### config.mk
export PLATFORM = sky130hd
export DESIGN_NAME = pll_divcmp
export DESIGN_NICKNAME = d
export VERILOG_FILES = /design/src/rtl/pll_divcmp_pkg.sv /design/src/rtl/osc_edge_det.sv /design/src/rtl/pll_ratio_sel.sv /design/src/rtl/pll_prog_ctr.sv /design/src/rtl/pll_pfd.sv /design/src/rtl/pll_divcmp.sv
export SDC_FILE = /design/constraint.sdc
export NUM_CORES = 1
export LEC_CHECK = 0
export BUFFER_PORTS_ARGS = -buffer_cell sky130_fd_sc_hd__buf_2
export CAP_MARGIN = 20
export CELL_PAD_IN_SITES_DETAIL_PLACEMENT = 2
export CELL_PAD_IN_SITES_GLOBAL_PLACEMENT = 2
export CORE_MARGIN = 2
export CORE_UTILIZATION = 36
export DETAILED_ROUTE_END_ITERATION = 8
export GPL_TIMING_DRIVEN = 1
export PLACE_DENSITY = 0.75
export SYNTH_ARGS = -nofsm -noshare
export SYNTH_HDL_FRONTEND = slang
export SYNTH_SLANG_ARGS = --single-unit
### constraint.sdc
create_clock -name clk -period 1.1 [get_ports clk]
set_input_delay 0.055 -clock clk [delete_from_list [all_inputs] [get_ports clk]]
set_output_delay 0.055 -clock clk [all_outputs]
set_load 0.1 [all_outputs]
### src/rtl/pll_divcmp_pkg.sv
package pll_divcmp_pkg;

  // Phase comparator state
  typedef enum logic [1:0] {
    PD_IDLE = 2'd0,
    PD_UP   = 2'd1,
    PD_DN   = 2'd2
  } pd_state_e;

endpackage

### src/rtl/osc_edge_det.sv
// Synchronizes an asynchronous oscillator signal and flags its rising edges.
module osc_edge_det #(
  parameter int STAGES = 2
) (
  input  logic clk,
  input  logic rst_n,
  input  logic osc_in,
  output logic rise_o
);

  logic [STAGES:0] sh_q;
  logic [STAGES:0] sh_d;

  always_comb begin
    sh_d = {sh_q[STAGES-1:0], osc_in};
  end

  always_ff @(posedge clk or negedge rst_n) begin
    if (!rst_n) begin
      sh_q <= '0;
    end else begin
      sh_q <= sh_d;
    end
  end

  assign rise_o = sh_q[STAGES-1] & ~sh_q[STAGES];

endmodule

### src/rtl/pll_ratio_sel.sv
// Picks the ratio field for the active band and clamps it to the minimum.
module pll_ratio_sel #(
  parameter int DIV_W     = 14,
  parameter int LO_SHIFT  = 4,
  parameter int MIN_RATIO = 2
) (
  input  logic             band_sel,
  input  logic [DIV_W-1:0] divisor,
  output logic [DIV_W-1:0] ratio
);

  localparam logic [DIV_W-1:0] MinVal = DIV_W'(MIN_RATIO);

  logic [DIV_W-1:0] raw;

  always_comb begin
    raw   = band_sel ? divisor : (divisor >> LO_SHIFT);
    ratio = (raw < MinVal) ? MinVal : raw;
  end

endmodule

### src/rtl/pll_prog_ctr.sv
// Down counter: reloads on terminal count and emits one tick per ratio edges.
module pll_prog_ctr #(
  parameter int DIV_W = 14
) (
  input  logic             clk,
  input  logic             rst_n,
  input  logic             cnt_en,
  input  logic [DIV_W-1:0] ratio,
  output logic             tick_o
);

  localparam logic [DIV_W-1:0] One = DIV_W'(1);

  logic [DIV_W-1:0] cnt_q, cnt_d;
  logic             tick_q, tick_d;

  always_comb begin
    cnt_d  = cnt_q;
    tick_d = 1'b0;
    if (cnt_en) begin
      if (cnt_q <= One) begin
        cnt_d  = ratio;
        tick_d = 1'b1;
      end else begin
        cnt_d  = cnt_q - One;
      end
    end
  end

  always_ff @(posedge clk or negedge rst_n) begin
    if (!rst_n) begin
      cnt_q  <= '0;
      tick_q <= 1'b0;
    end else begin
      cnt_q  <= cnt_d;
      tick_q <= tick_d;
    end
  end

  assign tick_o = tick_q;

endmodule

### src/rtl/pll_pfd.sv
// Three-state phase-frequency comparator.
module pll_pfd
  import pll_divcmp_pkg::*;
(
  input  logic clk,
  input  logic rst_n,
  input  logic ref_i,
  input  logic fb_i,
  output logic up_o,
  output logic dn_o
);

  pd_state_e st_q, st_d;

  always_comb begin
    st_d = st_q;
    unique case (st_q)
      PD_IDLE: begin
        if (ref_i && !fb_i)      st_d = PD_UP;
        else if (fb_i && !ref_i) st_d = PD_DN;
      end
      PD_UP:   if (fb_i)  st_d = PD_IDLE;
      PD_DN:   if (ref_i) st_d = PD_IDLE;
      default: st_d = PD_IDLE;
    endcase
  end

  always_ff @(posedge clk or negedge rst_n) begin
    if (!rst_n) begin
      st_q <= PD_IDLE;
    end else begin
      st_q <= st_d;
    end
  end

  assign up_o = (st_q == PD_UP);
  assign dn_o = (st_q == PD_DN);

endmodule

### src/rtl/pll_divcmp.sv
// Dual-input programmable divider with phase comparator and pump enables.
module pll_divcmp #(
  parameter int DIV_W       = 14,
  parameter int LO_SHIFT    = 4,
  parameter int MIN_RATIO   = 2,
  parameter int SYNC_STAGES = 2
) (
  input  logic             clk,
  input  logic             rst_n,
  input  logic             osc_hi,
  input  logic             osc_lo,
  input  logic             band_sel,
  input  logic [DIV_W-1:0] divisor,
  input  logic             ref_tick,
  output logic             div_tick,
  output logic             pump_a_lvl,
  output logic             pump_a_oe,
  output logic             pump_b_lvl,
  output logic             pump_b_oe
);

  localparam int NumOsc = 2;

  // Reset: asserted asynchronously, released on the clock
  logic [1:0] rst_sync_q;
  logic       srst_n;

  always_ff @(posedge clk or negedge rst_n) begin
    if (!rst_n) begin
      rst_sync_q <= 2'b00;
    end else begin
      rst_sync_q <= {rst_sync_q[0], 1'b1};
    end
  end

  assign srst_n = rst_sync_q[1];

  // Oscillator edge detection, index 1 = high band, 0 = low band
  logic [NumOsc-1:0] osc_vec;
  logic [NumOsc-1:0] rise_vec;

  assign osc_vec = {osc_hi, osc_lo};

  for (genvar g = 0; g < NumOsc; g++) begin : g_osc
    osc_edge_det #(
      .STAGES (SYNC_STAGES)
    ) u_edge (
      .clk    (clk),
      .rst_n  (srst_n),
      .osc_in (osc_vec[g]),
      .rise_o (rise_vec[g])
    );
  end

  logic             cnt_en;
  logic [DIV_W-1:0] ratio;

  assign cnt_en = band_sel ? rise_vec[1] : rise_vec[0];

  pll_ratio_sel #(
    .DIV_W     (DIV_W),
    .LO_SHIFT  (LO_SHIFT),
    .MIN_RATIO (MIN_RATIO)
  ) u_ratio (
    .band_sel (band_sel),
    .divisor  (divisor),
    .ratio    (ratio)
  );

  pll_prog_ctr #(
    .DIV_W (DIV_W)
  ) u_ctr (
    .clk    (clk),
    .rst_n  (srst_n),
    .cnt_en (cnt_en),
    .ratio  (ratio),
    .tick_o (div_tick)
  );

  logic pd_up, pd_dn;

  pll_pfd u_pfd (
    .clk   (clk),
    .rst_n (srst_n),
    .ref_i (ref_tick),
    .fb_i  (div_tick),
    .up_o  (pd_up),
    .dn_o  (pd_dn)
  );

  // Pump A pumps up with a high level, pump B has the inverted sense
  assign pump_a_oe  = pd_up | pd_dn;
  assign pump_a_lvl = pd_up;
  assign pump_b_oe  = pd_up | pd_dn;
  assign pump_b_lvl = pd_dn;

endmodule

==> flow_summary.json, run 1 <==
{
  "dieWidth_um": 68.85,
  "dp_hpwl_mm": 4.839,
  "synth_cell_types": 49,
  "synth_area_per_cell_um2": 10.81,
  "post-place-cells": 249,
  "io_buffers": 24,
  "place_congestion": 0.9007,
  "synth_edf_count": 0,
  "io_pins": 25,
  "grt_max_degree": 24,
  "syn_nets": 165,
  "grt_worst_setup_endpoint": "u_ctr.cnt_q[11]$_DFFE_PN0P_/D",
  "die_h_um": 68.85,
  "cts_buffers": 3,
  "cts-root-buf": "clkbuf_8",
  "ys_warn_count": 0,
  "antenna_found_initial": 1,
  "cts.htree.levels": 1,
  "cts_sinks": 25,
  "synth_flop_cell": "dfrtp_1",
  "worstEpCategory": "register data pin",
  "lastStage": "global routing (5_1_grt)",
  "first-error": "[ERROR DPL-0033] detailed placement checks failed during check placement.",
  "status": "did not finish",
  "start_util_pct": 37.58,
  "synth-async-reset-ratio_pct": 100.0,
  "num_rows": 23,
  "ys_ff_latch": 25,
  "ys_seq_area_share_pct": 41.32,
  "syn-instance-count": 140,
  "synth_area_um2": 1514,
  "clk_path_buf_depth": 2
}
metrics by stage:
stage               hold WS [ns]  area (um^2)  utilization [%]  setup WS (ns)
floorplan                -0.2406         1623                -        -0.5960
global placement         -0.1597         2152            53.42        -0.5954
detailed placement       -0.1538         2152            53.42        -0.7189
CTS                      0.08708         2394            59.41        -0.6711
Yosys cell counts (4+ instances only):
cell type   n  area [um^2]
a22o_1      5        43.79
dfrtp_1    25        625.6
ha_1        5        62.56
inv_1       9        33.78
mux2_2      6        67.56
mux2i_1     8        80.08
nand2_1     5        18.77
nor2_1      5        18.77
nor3_1      5        25.02
o21ai_0     4        20.02
o21ai_1     5        25.02
o31ai_1     5        37.54
kinds of logic after synthesis:
kind of cell | after synthesis | share of synthesized area (%)
compound gates | 42 | 21.74
fa+ha+maj | 5 | 4.132
buf+inv | 15 | 5.454
flops | 25 | 41.32
mux | 15 | 10.50
other cells | 1 | 0.2477
simple gates | 37 | 16.61
timing repair:
item	4_1_cts
gates resized for setup	22
cloned	1
setup buffers	4
hold buffers	3
endpoints found under the hold margin	4
pin swaps	7
endpoints found under the setup margin	22
==> run 2: changes to the inputs <==
- CELL_PAD_IN_SITES_DETAIL_PLACEMENT: 2 -> not set
- CELL_PAD_IN_SITES_GLOBAL_PLACEMENT: 2 -> not set
- CORE_UTILIZATION: 36 -> 40
- PLACE_DENSITY: 0.75 -> not set
- PLACE_DENSITY_LB_ADDON: not set -> 0.15
==> run 2 against run 1 <==
The flow now finishes, with violations (negative setup slack). Area after synthesis is the same. Synthesized cell count is the same.
==> flow_summary.json, run 2 <==
{
  "status": "complete, but fails checks",
  "violations": "negative setup slack",
  "tns_ns": -8.562,
  "detail-route-antenna-nets": 0,
  "cts.htree.levels": 1,
  "path_clk_slew_ns": 0.10,
  "n_antenna_cell": 0,
  "drive_gt1_share_pct": 59.45,
  "synth_cell_types": 49,
  "dieWidth_um": 65.52,
  "final_common_cell": "buf_4",
  "drt-vias-per-instance": 5.517,
  "tritoncts": "built",
  "power_density_nw_per_um2": 2287,
  "cts_buffers": 3,
  "grt.busiest_layer": "met2",
  "yosysMostFrequentCell": "dfrtp_1",
  "synth_area_per_cell_um2": 10.81,
  "antenna_found_initial": 0,
  "synth_edf_count": 0,
  "largest_reg_flops": 14,
  "cap_violations": 0,
  "coreArea_um2": 3661,
  "synth-async-reset-ratio_pct": 100.0,
  "synth_area_leaders": "dfrtp_1 (41%), mux2i_1 (5.3%), mux2_2 (4.5%)",
  "post-place-cells": 246,
  "io_pins": 25,
  "area_growth_pct": 60.00,
  "drv_slew": 0,
  "dieArea_um2": 4293,
  "synth_top_area_share_pct": 41.32,
  "die_h_um": 65.52,
  "regMostFlops": "u_ctr.cnt_q",
  "fmax_mhz": 593.1,
  "min_period_over_period_pct": 153.3,
  "route.detailed.drc": 0,
  "num_rows": 22,
  "required_ns": 1.26,
  "vias": 1462,
  "max-vdd-ir-drop_mv": 1.540,
  "use_met2_pct": 39.29,
  "crit_arrival_ns": 1.84,
  "fin_cells": 265,
  "grt_pass1_vias": 1501,
  "grt_max_degree": 24,
  "io_buffers": 24,
  "syn-instance-count": 140,
  "min_period_ns": 1.686,
  "holdCritPathClass": "input port to flip-flop",
  "place_congestion": 0.8869,
  "synth_area_um2": 1514,
  "avgRoutedWirePerCell_um": 16.66,
  "clock_latency_ns": 0.28,
  "start_util_pct": 41.35,
  "track_usage_pct": 22.03,
  "cts_sinks": 25,
  "synth_flop_cell": "dfrtp_1",
  "synth_area_leader_cell": "dfrtp_1",
  "hold_violations": 0,
  "cp-start-kind": "flip-flop",
  "drt_pre_antenna_iters": 4,
  "grt_pass1_wl_mm": 7.251,
  "grt_remaining_overflow": 0,
  "synth_top_cells_by_count": "dfrtp_1 (25), inv_1 (9), mux2i_1 (8), mux2_2 (6)",
  "grt_use_met3_pct": 3.938,
  "ys_warn_count": 0,
  "fin_worst_skew_ns": 0.01070,
  "ys_ff_latch": 25,
  "wirelength_mm": 4.414,
  "rsz0062_at_grt": "yes",
  "top_regs": "u_ctr.cnt_q: 14 flops, g_osc.u_edge.sh_q: 6 flops",
  "clk_path_buf_depth": 2,
  "ys_seq_area_share_pct": 41.32,
  "final_cell_mix": "buf_4 (43), dfrtp_1 (21), buf_2 (19)",
  "grtUsageMet1_pct": 27.77,
  "setup_slack_ns": -0.5862,
  "p_leak_nw": 1.022,
  "syn_nets": 165,
  "crit_path_end_kind": "flip-flop",
  "crit_type": "flip-flop to flip-flop",
  "dr.first_iter.drc_count": 100,
  "setup_viol": 22,
  "dp_hpwl_mm": 3.105,
  "cp_max_fo": 5,
  "cts-root-buf": "clkbuf_8",
  "nNetsFinal": 243
}
## run 2: area by class of cell
cell class              instances  area [um^2]
clock inverters                 1        5.005
well taps                      48        60.06
inverters                       9        41.29
flip-flops and latches         25        633.1
repair buffers                 79        649.4
multi-input cells             100        992.2
fillers                       272         1239
clock buffers                   3        41.29
## run 2: critical path, cell delays in order, from the launching register on
cell     delay, ns
dfrtp_2       0.43
inv_2         0.07
ha_4          0.17
o21ba_4       0.22
and4_4        0.19
and3_4        0.17
a311o_1       0.31
## run 2: timing repair
item / 4_1_cts / 5_1_grt
gates resized for setup: 26 / 8
endpoints found under the hold margin: 4 / 0
hold buffers: 3 / 0
pin swaps: 15 / 11
buffers inserted: 12 / 6
setup endpoints to repair: 22 / 22
## run 2: metrics by stage
step                setup WS [ns]  area (um^2)  total power (W)  utilization [%]  hold WS, ns
finish                    -0.5862         2422         0.005540            66.17      0.08058
CTS                       -0.5639         2362         0.005324            64.52      0.07858
global placement          -0.5808         2117         0.004277            57.83      -0.1600
detailed placement        -0.6490         2117         0.004343            57.83      -0.1524
global route              -0.6548         2422         0.005856            66.17      0.08915
floorplan                 -0.5960         1623         0.003257                -      -0.2406
## run 2: cells by family (layout without fill, tap and decap cells)
group	Yosys count	after routing	share of synthesized area, %
muxes	15	15	10.50
other	1	1	0.2477
DFF	25	25	41.32
buffers and inverters	15	92	5.454
AOI/OAI and AO/OA	42	42	21.74
adders and majority gates	5	5	4.132
and+or+nand+nor	37	37	16.61
## run 2: routing by layer
metal / part of all wire [%] / wire length (um) / vias up
met5: 0 / 0 / -
met1: 42 / 1832 / 712
li1: - / - / 703
met3: 4.3 / 191 / 9
met2: 52 / 2289 / 38
met4: 2.3 / 101 / 0
## run 2: path summary, 6_finish.rpt
check                                     from         endpoint  slack [ns]  cells past startpoint
worst max-delay path            u_ctr.cnt_q[0]  u_ctr.cnt_q[11]       -0.59                      6
worst min-delay path               divisor[10]  u_ctr.cnt_q[10]        0.08                      3
worst max register to register  u_ctr.cnt_q[0]  u_ctr.cnt_q[11]       -0.59                      6
worst min register to register   rst_sync_q[1]     u_ctr.tick_o        0.22                      1
max in group asynchronous        rst_sync_q[1]     u_ctr.tick_o        0.62                      1
min in group asynchronous                rst_n    rst_sync_q[0]        0.10                      2
## run 2: report_power, final
part           total, W  internal (W)  switching [W]
registers       0.00147       0.00117       0.000296
clock network  0.000562      0.000254       0.000308
logic           0.00351       0.00176        0.00175
total           0.00554       0.00319        0.00235
Power figures use the tool's default switching activity.
==> run 3: changes to the inputs <==
- ABC_AREA: not set -> 1
==> run 3 against run 2 <==
Count of clock-buffer cells in the layout is the same. Maximum frequency grew 7.1%. Cell area grew 13%. Combinational power grew 37%. The run still ends with negative setup slack left. Worst setup slack gained 0.11 ns. Routed wire length grew 9.0%. Die area grew 16%.
==> flow_summary.json, run 3 <==
{
  "status": "complete, but fails checks",
  "violations": "negative setup slack",
  "synth_area_um2": 1770,
  "max_stage_delay_ns": 0.44,
  "avgRoutedWirePerCell_um": 11.76,
  "synth_area_per_cell_um2": 6.509,
  "cp.buffers_inverters": 1,
  "drt-vias-per-instance": 4.638,
  "required_ns": 1.27,
  "die_h_um": 70.53,
  "final_common_cell": "nand2_1",
  "holdCritPathClass": "input port to async pin",
  "clock_latency_ns": 0.27,
  "route.detailed.drc": 0,
  "r2r-end": "u_ctr.cnt_q[1]",
  "area_growth_pct": 54.98,
  "coreArea_um2": 4294,
  "min_period_ns": 1.574,
  "dp_hpwl_mm": 3.707,
  "drt_pre_antenna_iters": 4,
  "largest_reg_flops": 14,
  "grt_pass1_wl_mm": 8.079,
  "reg2reg_depth": 9,
  "cts_buffers": 3,
  "ys_ff_latch": 25,
  "crit_path_end_kind": "flip-flop",
  "grt_max_degree": 20,
  "cp-start-kind": "flip-flop",
  "syn-instance-count": 272,
  "ys_warn_count": 0,
  "power_density_nw_per_um2": 2528,
  "top_regs": "u_ctr.cnt_q: 14 flops, g_osc.u_edge.sh_q: 6 flops",
  "grt_remaining_overflow": 0,
  "cp_max_fo": 5,
  "detail-route-antenna-nets": 0,
  "tritoncts": "built",
  "clk_path_buf_depth": 2,
  "synth_cell_types": 29,
  "setup_slack_ns": -0.4738,
  "num_rows": 24,
  "max-vdd-ir-drop_mv": 1.805,
  "dr.first_iter.drc_count": 91,
  "nNetsFinal": 383,
  "wirelength_mm": 4.810,
  "synth_area_leaders": "dfrtp_1 (35%), nand2_1 (23%), inv_1 (7.2%)",
  "cts-root-buf": "clkbuf_8",
  "crit_arrival_ns": 1.75,
  "p_leak_nw": 1.465,
  "yosysMostFrequentCell": "nand2_1",
  "hold_violations": 0,
  "final_cell_mix": "nand2_1 (104), buf_4 (51), inv_1 (29)",
  "start_util_pct": 41.23,
  "synth-async-reset-ratio_pct": 100.0,
  "synth_area_leader_cell": "dfrtp_1",
  "cts.htree.levels": 1,
  "cap_violations": 0,
  "drv_slew": 0,
  "dieArea_um2": 4974,
  "drive_gt1_share_pct": 38.66,
  "path_clk_slew_ns": 0.09,
  "rr_startpoint": "u_ctr.cnt_q[4]",
  "synth_top_area_share_pct": 35.34,
  "crit_chain": "nor2_2 > nand2_2 > nor2_2 > nand2_2 > clkbuf_16 > a21oi_2 > nand2_1 > nand3_1 > nand2_1",
  "vias": 1897,
  "io_pins": 25,
  "crit_type": "flip-flop to flip-flop",
  "setup_viol": 21,
  "cp_top_family": "simple AND/OR/NAND/NOR gates",
  "power_w": 0.006936,
  "fin_worst_skew_ns": 0.004304,
  "cp_slowest_cell": "dfrtp_1",
  "ff2ff_setup_slack_ns": -0.47,
  "antenna_found_initial": 0,
  "cts_sinks": 25,
  "tns_ns": -7.072,
  "fmax_mhz": 635.4,
  "grt_pass1_vias": 1836,
  "min_period_over_period_pct": 143.1,
  "whs_ns": 0.09151,
  "dieWidth_um": 70.53,
  "rsz0062_at_grt": "yes",
  "ys_seq_area_share_pct": 35.34,
  "io_buffers": 24,
  "track_usage_pct": 20.35,
  "place_congestion": 0.8963,
  "synth_edf_count": 0,
  "n_antenna_cell": 0,
  "synth_flop_cell": "dfrtp_1",
  "regMostFlops": "u_ctr.cnt_q",
  "syn_nets": 297,
  "synth_top_cells_by_count": "nand2_1 (110), inv_1 (34), dfrtp_1 (25), nor2_1 (24), nand3_1 (17)",
  "postLayoutCoreUtil_pct": 63.90
}
## run 3: changes by cell type in the layout (fill, tap and decap cells not counted), moves of 7 or more
| cell | change |
|---|---|
| buf_4 | +8 |
| nor2_2 | +7 |
| mux2i_1 | -8 |
| nand3_1 | +13 |
| nand2_1 | +99 |
| nand2_2 | +7 |
| inv_1 | +26 |
| nor2_1 | +14 |
## run 3: worst max-delay path by stage
stage	cells past startpoint	start	end
floorplan	6	u_ctr.tick_o	u_pfd.st_q[1]
detailed placement	10	u_ctr.cnt_q[0]	u_ctr.cnt_q[6]
CTS	10	u_ctr.cnt_q[0]	u_ctr.cnt_q[6]
global placement	8	u_ctr.cnt_q[12]	u_ctr.cnt_q[9]
global route	9	u_ctr.cnt_q[4]	u_ctr.cnt_q[6]
finish	9	u_ctr.cnt_q[4]	u_ctr.cnt_q[1]
## run 3: kinds of logic (layout without fill, tap and decap cells)
| logic type | after synthesis | in the layout | share of synthesized area (%) |
|---|---|---|---|
| AO/OA/AOI/OAI | 27 | 27 | 9.188 |
| other | 1 | 1 | 0.2118 |
| AND/OR/NAND/NOR | 170 | 170 | 41.34 |
| adder cells (fa/ha/maj) | 5 | 5 | 3.534 |
| buffers and inverters | 44 | 129 | 10.39 |
| flip-flops | 25 | 25 | 35.34 |
## run 3: power breakdown
| group | total [W] | switching [W] | internal [W] |
|---|---|---|---|
| Sequential | 0.00156 | 0.000360 | 0.00120 |
| Combinational | 0.00481 | 0.00266 | 0.00215 |
| Clock | 0.000563 | 0.000306 | 0.000257 |
| Total | 0.00694 | 0.00332 | 0.00361 |
## run 3: metal layers
metal	wire (um)	vias to the layer above	GRT usage [%]
met1	2235	835	27.96
met3	234	7	2.707
met5	0	-	0
li1	-	1005	-
met2	2255	50	32.60
met4	85	0	8.386
## run 3: layout make-up
cell class                      count  area, um^2
Fill cell                         390        1550
Multi-Input combinational cell    203        1111
Timing Repair Buffer               87       740.7
Sequential cell                    25       630.6
Inverter                           38       147.6
Tap cell                           52       65.06
Clock buffer                        3       41.29
Clock inverter                      1       7.507
## run 3: stage by stage
| step | area, um^2 | setup WS [ns] | std cells |
|---|---|---|---|
| finish | 2744 | -0.4738 | 409 |
| global route | 2744 | -0.5988 | 409 |
| CTS | 2664 | -0.3740 | 406 |
| detailed placement | 2494 | -0.3692 | 394 |
| global placement | 2494 | -0.3731 | 394 |
| floorplan | 1872 | -0.3419 | 272 |
## run 3: what timing repair did
item,CTS,global route
gates resized for setup,17,14
setup buffers,5,3
hold buffers,3,0
pin swaps,10,10
hold endpoints to repair,4,0
gates cloned,0,1
endpoints found under the setup margin,22,22
==> run 4: changes to the inputs <==
- CORE_MARGIN: 2 -> not set
==> run 4 against run 3 <==
The run still ends with negative setup slack left. Count of clock-buffer cells in the layout unchanged. Sequential power about the same. Die area decreased by 5.6%. Clock power increased by 5.7%. Utilization increased by 1.9 points. Global-route usage increased by 3.6 points. Power increased by 0.86%. Register-to-register slack improved by 0.09 ns. Clock skew decreased by 0.0022 ns. First-iteration DRC count decreased by 24%. Flip-flop and latch count unchanged. Critical endpoint is now u_ctr.cnt_q[10]. Highest routed layer unchanged.
==> flow_summary.json, run 4 (synthesized netlist as in run 3, its figures left out) <==
{
  "post-place-cells": 395,
  "fin_cells": 404,
  "io_pins": 25,
  "die_h_um": 68.53,
  "wirelength_mm": 4.866,
  "route.detailed.drc": 0,
  "cp_max_fo": 5,
  "track_usage_pct": 23.91,
  "cts-root-buf": "clkbuf_8",
  "pre_cts_slack_ns": -0.3992,
  "coreArea_um2": 4115,
  "drt-vias-per-instance": 4.735,
  "area_growth_pct": 52.86,
  "avgRoutedWirePerCell_um": 12.04,
  "grt_pass1_wl_mm": 8.169,
  "setup_viol": 21,
  "min_period_ns": 1.485,
  "place_congestion": 0.8708,
  "crit_path_end_kind": "flip-flop",
  "startpoint": "u_ctr.cnt_q[0]",
  "drv_slew": 0,
  "detail-route-antenna-nets": 0,
  "cts.htree.levels": 1,
  "required_ns": 1.33,
  "regMostFlops": "u_ctr.cnt_q",
  "status": "complete, but fails checks",
  "fmax_mhz": 673.5,
  "cap_violations": 0,
  "final_cell_mix": "nand2_1 (104), buf_4 (49), inv_1 (29)",
  "dp_hpwl_mm": 3.911,
  "violations": "negative setup slack",
  "tritoncts": "built",
  "grt_remaining_overflow": 0,
  "cts_buffers": 3,
  "start_util_pct": 43.02,
  "drive_gt1_share_pct": 39.83,
  "path_clk_slew_ns": 0.09,
  "setup_slack_ns": -0.3849,
  "dieWidth_um": 68.53,
  "fin_worst_skew_ns": 0.002084,
  "clock_latency_ns": 0.28,
  "p_leak_nw": 1.436,
  "dr.first_iter.drc_count": 69,
  "min_period_over_period_pct": 135.0,
  "crit_type": "flip-flop to flip-flop",
  "clk_path_buf_depth": 2,
  "hold_violations": 0,
  "antenna_found_initial": 0,
  "tns_ns": -6.330,
  "nNetsFinal": 380,
  "grt_max_degree": 17,
  "vias": 1913,
  "fill_cells": 369,
  "max-vdd-ir-drop_mv": 1.365,
  "whs_ns": 0.07558,
  "holdCritPathClass": "input port to async pin",
  "num_rows": 23,
  "crit_arrival_ns": 1.71,
  "largest_reg_flops": 14,
  "n_antenna_cell": 0,
  "cts_sinks": 25,
  "top_regs": "u_ctr.cnt_q: 14 flops, g_osc.u_edge.sh_q: 6 flops",
  "drt_pre_antenna_iters": 4,
  "rsz0062_at_grt": "yes",
  "final_common_cell": "nand2_1",
  "power_w": 0.006996,
  "io_buffers": 24,
  "dieArea_um2": 4696,
  "cp-start-kind": "flip-flop",
  "rr_startpoint": "u_ctr.cnt_q[0]",
  "grt_pass1_vias": 1797,
  "power_density_nw_per_um2": 2585
}
## run 4: cell count changes in the layout (fill, tap and decap cells not counted), moves of 2 or more
cell,previous run,this run
nor2_2,8,12
buf_6,6,8
nor2_1,18,13
buf_4,51,49
buf_12,7,5
## run 4: where the power goes
group | switching, W | internal (W) | leakage (nW)
clock network | 0.000329 | 0.000266 | 0.0261
registers | 0.000345 | 0.00121 | 0.306
logic | 0.00273 | 0.00212 | 1.10
total | 0.00340 | 0.00359 | 1.44
## run 4: layout make-up
cell class / count / area (um^2) / share of cell area (%)
inverters: 38 / 147.6 / 5.455
multi-input cells: 203 / 1131 / 41.79
clock inverters: 1 / 8.758 / 0.3236
flip-flops and latches: 25 / 631.9 / 23.35
clock buffers: 3 / 41.29 / 1.526
well taps: 50 / 62.56 / 2.312
repair buffers: 84 / 683.2 / 25.24
## run 4: final timing paths
path	endpoint	slack [ns]	cells after the start
worst max-delay path	u_ctr.cnt_q[10]	-0.38	10
worst min-delay path	rst_sync_q[0]	0.08	2
worst max register to register	u_ctr.cnt_q[10]	-0.38	10
worst min register to register	u_ctr.tick_o	0.13	0
max in group asynchronous	u_ctr.cnt_q[11]	0.50	1
min in group clk	u_pfd.st_q[0]	0.10	3
## run 4: metrics by stage
step / utilization, % / area, um^2
6_report: 65.76 / 2706
5_1_grt: 65.76 / 2706
4_1_cts: 64.27 / 2645
3_5_place_dp: 60.47 / 2489
3_3_place_gp: 60.47 / 2489
2_1_floorplan: - / 1872
## run 4: what timing repair did
item / 4_1_cts / 5_1_grt
gates cloned: 0 / 0
hold buffers: 3 / 0
setup endpoints to repair: 22 / 22
setup buffers: 1 / 1
gates resized for setup: 21 / 17
pin swaps: 9 / 8
hold endpoints to repair: 4 / 0
## run 4: critical path, cell delays in order, from the launching register on
cell and delay [ns]:
dfrtp_1 0.43, inv_2 0.09, ha_4 0.17, nand2_2 0.08, nor2_4 0.12, nand2_2 0.09, o21ai_4 0.19, nand2_1 0.09
nand2_1 0.08, nand2_1 0.05, nand2_1 0.04
## run 4: routing by layer
layer / part of all wire (%) / vias up / global-route usage, %
met5: 0 / - / 0
met4: 1.0 / 0 / 6.771
met3: 4.3 / 5 / 3.289
met2: 47 / 40 / 39.95
met1: 48 / 873 / 31.98
li1: - / 995 / -
